File: src/rtl/fpcsr_pkg.sv
`timescale 1ns/1ps
package fpcsr_pkg;
    // number of sticky exception flags
    localparam int unsigned FLAG_W       = 5;
    // status register bit where flag 0 sits
    localparam int unsigned FLAG_LSB     = 7;
    // highest control bit kept in the standard variant
    localparam int unsigned CTRL_KEEP_HI = 6;
    // lowest must-be-zero bit in both registers
    localparam int unsigned MBZ_LSB      = 12;
    // width of the rounding code
    localparam int unsigned RND_W        = 2;

    // flag positions within the flag vector
    localparam int unsigned FLG_INEXACT   = 0;
    localparam int unsigned FLG_UNDERFLOW = 1;
    localparam int unsigned FLG_OVERFLOW  = 2;
    localparam int unsigned FLG_DIVZERO   = 3;
    localparam int unsigned FLG_INVALID   = 4;

    typedef enum logic [RND_W-1:0] {
        RND_NEAREST_EVEN = 2'd0,
        RND_TOWARD_ZERO  = 2'd1,
        RND_TOWARD_POS   = 2'd2,
        RND_TOWARD_NEG   = 2'd3
    } round_e;

    typedef enum logic {
        SEL_CTRL = 1'b0,
        SEL_STAT = 1'b1
    } csr_sel_e;
endpackage

File: src/rtl/fpcsr_ctrl.sv
`timescale 1ns/1ps
module fpcsr_ctrl
    import fpcsr_pkg::*;
#(
    parameter int unsigned XLEN   = 32,
    parameter int unsigned LEGACY = 0
) (
    input  logic                 clk,
    input  logic                 rst_n,
    input  logic                 wr_ctrl,
    input  logic [XLEN-1:0]      wr_data,
    output logic [XLEN-1:0]      ctrl_q,
    output logic [RND_W-1:0]     round_mode,
    output logic                 mbz_hit
);
    localparam logic [XLEN-1:0] LOW_KEEP   =
        {{(XLEN-CTRL_KEEP_HI-1){1'b0}}, {(CTRL_KEEP_HI+1){1'b1}}};
    localparam logic [XLEN-1:0] HIGH_FIELD =
        {{(XLEN-MBZ_LSB){1'b1}}, {MBZ_LSB{1'b0}}};
    localparam logic [XLEN-1:0] KEEP_MASK  =
        (LEGACY != 0) ? (LOW_KEEP | HIGH_FIELD) : LOW_KEEP;

    typedef struct packed {
        logic [XLEN-1:0] value;
    } ctrl_state_t;

    ctrl_state_t st_d, st_q;

    always_comb begin
        st_d = st_q;
        if (wr_ctrl) begin
            st_d.value = wr_data & KEEP_MASK;
        end
    end

    always_ff @(posedge clk or negedge rst_n) begin
        if (!rst_n) begin
            st_q <= '0;
        end else begin
            st_q <= st_d;
        end
    end

    assign ctrl_q     = st_q.value;
    assign round_mode = st_q.value[RND_W-1:0];

    generate
        if (LEGACY != 0) begin : g_legacy
            assign mbz_hit = 1'b0;
        end else begin : g_std
            assign mbz_hit = wr_ctrl && (|(wr_data & HIGH_FIELD));
        end
    endgenerate


    ctrl_low_keep_chk: assert property (@(posedge clk) disable iff (!rst_n)
        wr_ctrl |=> ctrl_q[CTRL_KEEP_HI:0] == $past(wr_data[CTRL_KEEP_HI:0]));


    round_hold_chk: assert property (@(posedge clk) disable iff (!rst_n)
        !wr_ctrl |=> $stable(round_mode));
endmodule

File: src/rtl/fpcsr_sticky.sv
`timescale 1ns/1ps
module fpcsr_sticky
    import fpcsr_pkg::*;
#(
    parameter int unsigned XLEN = 32
) (
    input  logic              clk,
    input  logic              rst_n,
    input  logic              wr_stat,
    input  logic [XLEN-1:0]   wr_data,
    input  logic [FLAG_W-1:0] unit_flags,
    output logic [FLAG_W-1:0] flags_q,
    output logic              mbz_hit
);
    localparam int unsigned FLAG_HI = FLAG_LSB + FLAG_W - 1;

    typedef struct packed {
        logic [FLAG_W-1:0] flags;
    } sticky_state_t;

    sticky_state_t st_d, st_q;
    logic          unused_low_bits;

    assign unused_low_bits = ^wr_data[FLAG_LSB-1:0];

    always_comb begin
        st_d = st_q;
        if (wr_stat) begin
            st_d.flags = wr_data[FLAG_HI:FLAG_LSB];
        end else begin
            st_d.flags = st_q.flags | unit_flags;
        end
    end

    always_ff @(posedge clk or negedge rst_n) begin
        if (!rst_n) begin
            st_q <= '0;
        end else begin
            st_q <= st_d;
        end
    end

    assign flags_q = st_q.flags;
    assign mbz_hit = wr_stat && (|wr_data[XLEN-1:MBZ_LSB]);


    flags_accumulate_chk: assert property (@(posedge clk) disable iff (!rst_n)
        !wr_stat |=> (flags_q & $past(unit_flags)) == $past(unit_flags));


    flags_retain_chk: assert property (@(posedge clk) disable iff (!rst_n)
        !wr_stat |=> (flags_q & $past(flags_q)) == $past(flags_q));


    write_wins_chk: assert property (@(posedge clk) disable iff (!rst_n)
        wr_stat |=> flags_q == $past(wr_data[FLAG_HI:FLAG_LSB]));
endmodule

File: src/rtl/fpcsr_errpulse.sv
`timescale 1ns/1ps
module fpcsr_errpulse #(
    parameter int unsigned N_SRC = 2
) (
    input  logic             clk,
    input  logic             rst_n,
    input  logic [N_SRC-1:0] hit,
    output logic             err
);
    typedef struct packed {
        logic pulse;
    } err_state_t;

    err_state_t st_d, st_q;

    always_comb begin
        st_d       = st_q;
        st_d.pulse = |hit;
    end

    always_ff @(posedge clk or negedge rst_n) begin
        if (!rst_n) begin
            st_q <= '0;
        end else begin
            st_q <= st_d;
        end
    end

    assign err = st_q.pulse;


    pulse_follows_hit_chk: assert property (@(posedge clk) disable iff (!rst_n)
        err |-> $past(|hit));
endmodule

File: src/rtl/fpcsr_readmux.sv
`timescale 1ns/1ps
module fpcsr_readmux
    import fpcsr_pkg::*;
#(
    parameter int unsigned XLEN = 32
) (
    input  logic              rd_sel,
    input  logic [XLEN-1:0]   ctrl_q,
    input  logic [FLAG_W-1:0] flags_q,
    output logic [XLEN-1:0]   rd_data
);
    logic [XLEN-1:0] stat_view;

    always_comb begin
        stat_view = '0;
        stat_view[FLAG_LSB +: FLAG_W] = flags_q;
    end

    always_comb begin
        if (csr_sel_e'(rd_sel) == SEL_STAT) begin
            rd_data = stat_view;
        end else begin
            rd_data = ctrl_q;
        end
    end
endmodule

File: src/rtl/fpcsr_unit.sv
`timescale 1ns/1ps
module fpcsr_unit
    import fpcsr_pkg::*;
#(
    parameter int unsigned XLEN   = 32,
    parameter int unsigned LEGACY = 0
) (
    input  logic              clk,
    input  logic              rst_n,
    input  logic              wr_en,
    input  logic              wr_sel,
    input  logic [XLEN-1:0]   wr_data,
    input  logic              rd_sel,
    output logic [XLEN-1:0]   rd_data,
    input  logic [FLAG_W-1:0] unit_flags,
    output logic [RND_W-1:0]  round_mode,
    output logic              mbz_err
);
    logic              wr_ctrl;
    logic              wr_stat;
    logic [XLEN-1:0]   ctrl_q;
    logic [FLAG_W-1:0] flags_q;
    logic              ctrl_hit;
    logic              stat_hit;

    assign wr_ctrl = wr_en && (csr_sel_e'(wr_sel) == SEL_CTRL);
    assign wr_stat = wr_en && (csr_sel_e'(wr_sel) == SEL_STAT);

    fpcsr_ctrl #(.XLEN(XLEN), .LEGACY(LEGACY)) u_ctrl (
        .clk        (clk),
        .rst_n      (rst_n),
        .wr_ctrl    (wr_ctrl),
        .wr_data    (wr_data),
        .ctrl_q     (ctrl_q),
        .round_mode (round_mode),
        .mbz_hit    (ctrl_hit)
    );

    fpcsr_sticky #(.XLEN(XLEN)) u_sticky (
        .clk        (clk),
        .rst_n      (rst_n),
        .wr_stat    (wr_stat),
        .wr_data    (wr_data),
        .unit_flags (unit_flags),
        .flags_q    (flags_q),
        .mbz_hit    (stat_hit)
    );

    fpcsr_errpulse #(.N_SRC(2)) u_err (
        .clk   (clk),
        .rst_n (rst_n),
        .hit   ({stat_hit, ctrl_hit}),
        .err   (mbz_err)
    );

    fpcsr_readmux #(.XLEN(XLEN)) u_rd (
        .rd_sel  (rd_sel),
        .ctrl_q  (ctrl_q),
        .flags_q (flags_q),
        .rd_data (rd_data)
    );


    err_cause_chk: assert property (@(posedge clk) disable iff (!rst_n)
        mbz_err |-> $past(wr_en && (wr_data[XLEN-1:MBZ_LSB] != '0)));

    generate
        if (LEGACY != 0) begin : g_legacy_chk

            legacy_ctrl_quiet_chk: assert property (@(posedge clk) disable iff (!rst_n)
                mbz_err |-> $past(wr_sel == 1'b1));
        end
    endgenerate
endmodule

File: config.mk
export PLATFORM = sky130hd
export DESIGN_NAME = fpcsr_unit
export DESIGN_NICKNAME = d
export VERILOG_FILES = /design/src/rtl/fpcsr_pkg.sv /design/src/rtl/fpcsr_ctrl.sv /design/src/rtl/fpcsr_sticky.sv /design/src/rtl/fpcsr_errpulse.sv /design/src/rtl/fpcsr_readmux.sv /design/src/rtl/fpcsr_unit.sv
export SDC_FILE = /design/constraint.sdc
export NUM_CORES = 1
export LEC_CHECK = 0
export BUFFER_PORTS_ARGS = -buffer_cell sky130_fd_sc_hd__buf_2
export CORE_AREA = 2 2 49 51
export CTS_BUF_LIST = sky130_fd_sc_hd__clkbuf_2 sky130_fd_sc_hd__clkbuf_4 sky130_fd_sc_hd__clkbuf_8
export DETAILED_ROUTE_END_ITERATION = 7
export DIE_AREA = 0 0 51 53
export GPL_ROUTABILITY_DRIVEN = 0
export PLACE_DENSITY = 0.83
export SLEW_MARGIN = 10
export SYNTH_ARGS = -nofsm -noshare
export SYNTH_HDL_FRONTEND = slang
export SYNTH_SLANG_ARGS = --single-unit
File: constraint.sdc
create_clock -name clk -period 1.71 [get_ports clk]
set_input_delay 0.0855 -clock clk [delete_from_list [all_inputs] [get_ports clk]]
set_output_delay 0.0855 -clock clk [all_outputs]
set_load 0.005 [all_outputs]
==> impl_metrics.ini <==
[sta]
fin_crit_ns = 1.00
hold_violations = 0
fmax_ghz = 0.998
layout_setup_ws_ns = 0.708
setup_viol = 0
drv_slew = 0
holdWs_ns = 0.0162
fin_setup_tns_ns = 0
timing.final.crit_share_pct = 58.6
rsz0062_at_grt = false
finClkSkew_ns = 0

[clock_network]
cts_sinks = 13
post_cts_buffers = 0
cts_made_buffers = 3
clock_latency_ns = 0.26
cts_tree = done
htree_levels = 1
root_buffer = clkbuf_4
clock_path_buffers = 2
path_clk_slew_ns = 0.08

[die]
die_w_um = 51
start_util_pct = 38.4
fp.dieH_um = 53
num_rows = 17
die-area_um2 = 2700
core_area_um2 = 2150
pin_count = 77

[worst_setup_path]
slowest_stage = dfrtp_1
reg2reg_depth = 1
r2r_start = u_ctrl.ctrl_q[0]$_DFFE_PN0P_
criticalPathCategory = reg2out
worst_setup_path_end_kind = output pin
r2r_slack_ns = 0.93
path_max_fanout = 2
r2r_end = u_ctrl.ctrl_q[0]$_DFFE_PN0P_
start_kind = flop
worstPathArrival_ns = 0.92
cp.required_ns = 1.62
path_cells = and2_1 > buf_2
cpPeakStageDelay_ns = 0.38

[detailed_routing]
routedWlPerCell_um = 9.57
antenna_left = 0
routed_wl_um = 1600
drtPass1Iterations = 4
drc = 0
drt_iter0_markers = 4
viasPerCell = 4.08
via_count = 681

[synthesis]
synth.area.top_cells = dfrtp_1 39%, buf_4 20%, mux2_4 13%
ys_async_sr_fraction_pct = 100
yosysMostFrequentCell = buf_4
synth_warnings = 0
synth_area_per_cell_um2 = 9.93
synth_seq_cells = 13
synth_sequential_area_ratio_pct = 39.5
yosysUniqueCellTypes = 16
synth-main-ff-cell = dfrtp_1
yosys.area.top_type = dfrtp_1
syn_area_um2 = 825
syn_inst = 83
netlist.area_leader.share_pct = 39.5
synth_edf_count = 0
synth_common_cells = 22 x buf_4, 13 x dfrtp_1, 7 x mux2_4, 7 x nor2b_1

[job]
cap_violations = 0

[cells_and_area]
final_nets = 182
syn_to_final_growth_pct = 30.5
final-instance-count-excl-fill = 167
final_core_util_pct = 50.1
drive_gt1_share_pct = 48.9
diodes = 0
finish.instance_area_um2 = 1080

[power]
ir_worst_vdd_mv = 0.316
total_power_uw = 752
power_density_nw_per_um2 = 699
power.leakage_nw = 0.584

[global_route]
grt-ovfl-total = 0
grt_max_degree = 14
first_global_vias = 598
grt_antenna_before_repair = 0
grt_usage_pct = 12.0
grt_pass1_wl_um = 2370

[run_status]
status = complete, no violations

[placed_design]
pre_cts_ws_ns = 0.757
placed_cells = 161
dpl.hpwl_um = 1370
dpl_cell_area_um2 = 1030
port_buffers = 56

[min_path]
hold_path_startpoint = wr_data[7]
hold_path_end = u_sticky.flags_q[0]$_DFF_PN0_
worstHoldPathCells = 3
hold_class = in2reg
metal layers:
layer	GRT usage [%]	vias to the layer above	wire length (µm)
met3	3.95	0	234
met1	13.1	287	603
met5	0	-	0
met4	5.41	0	0
met2	21.2	54	760
li1	-	340	-
where the power goes:
group,total [mW],switching (mW),internal (mW)
logic,0.190,0.0748,0.116
registers,0.363,0.0189,0.344
clock network,0.199,0.0925,0.106
worst max-delay path, delay by kind of cell (launching register included):
| family | cells | cell delay [ns] |
|---|---|---|
| buffers and inverters | 1 | 0.12 |
| DFF | 1 | 0.38 |
| and+or+nand+nor | 1 | 0.15 |
flip-flops by register name (all words and copies together) (netlist names):
name,count
u_ctrl.ctrl_q,7
u_err.err,1
u_sticky.flags_q,5
what timing repair did:
item,CTS,global route
hold buffers,1,1
endpoints found under the hold margin,13,1
resized for setup,0,0
worst max path at each step:
| stage | from | end | cells after the start |
|---|---|---|---|
| floorplan | wr_en | u_ctrl.ctrl_q[0]$_DFFE_PN0P_ | 3 |
| global placement | wr_en | u_ctrl.ctrl_q[4]$_DFFE_PN0P_ | 3 |
| detailed placement | wr_en | u_ctrl.ctrl_q[1]$_DFFE_PN0P_ | 3 |
| CTS | u_sticky.flags_q[1]$_DFF_PN0_ | rd_data[8] | 2 |
| global route | u_sticky.flags_q[2]$_DFF_PN0_ | rd_data[9] | 2 |
| finish | u_sticky.flags_q[1]$_DFF_PN0_ | rd_data[8] | 2 |
cells by family after synthesis:
kind of cell / share of synthesized area (%)
mux: 12.7
flops: 39.5
buf+inv: 22.5
simple gates: 20.9
compound gates: 3.95
other cells: 0.455
cells in the final DEF, fill, tap and decap left out, drive strengths merged:
master	netlist	routed
buf	24	56
conb	1	20
dfrtp	13	13
nor2b	8	8
mux2	7	7
and2	6	6
nand2	6	6
nor2	5	5
o21ai	5	5
nor4	5	5
clkbuf	1	4
dlygate4sd3	0	2
nand3	1	1
o21a	1	1
cell type report:
class | instances | area [µm²]
clock buffer | 4 | 30.0
fill | 211 | 1070
multi-input combinational | 64 | 385
sequential | 13 | 325
tap | 28 | 35.0
timing repair buffer | 58 | 300
Power figures use the tool's default switching activity.
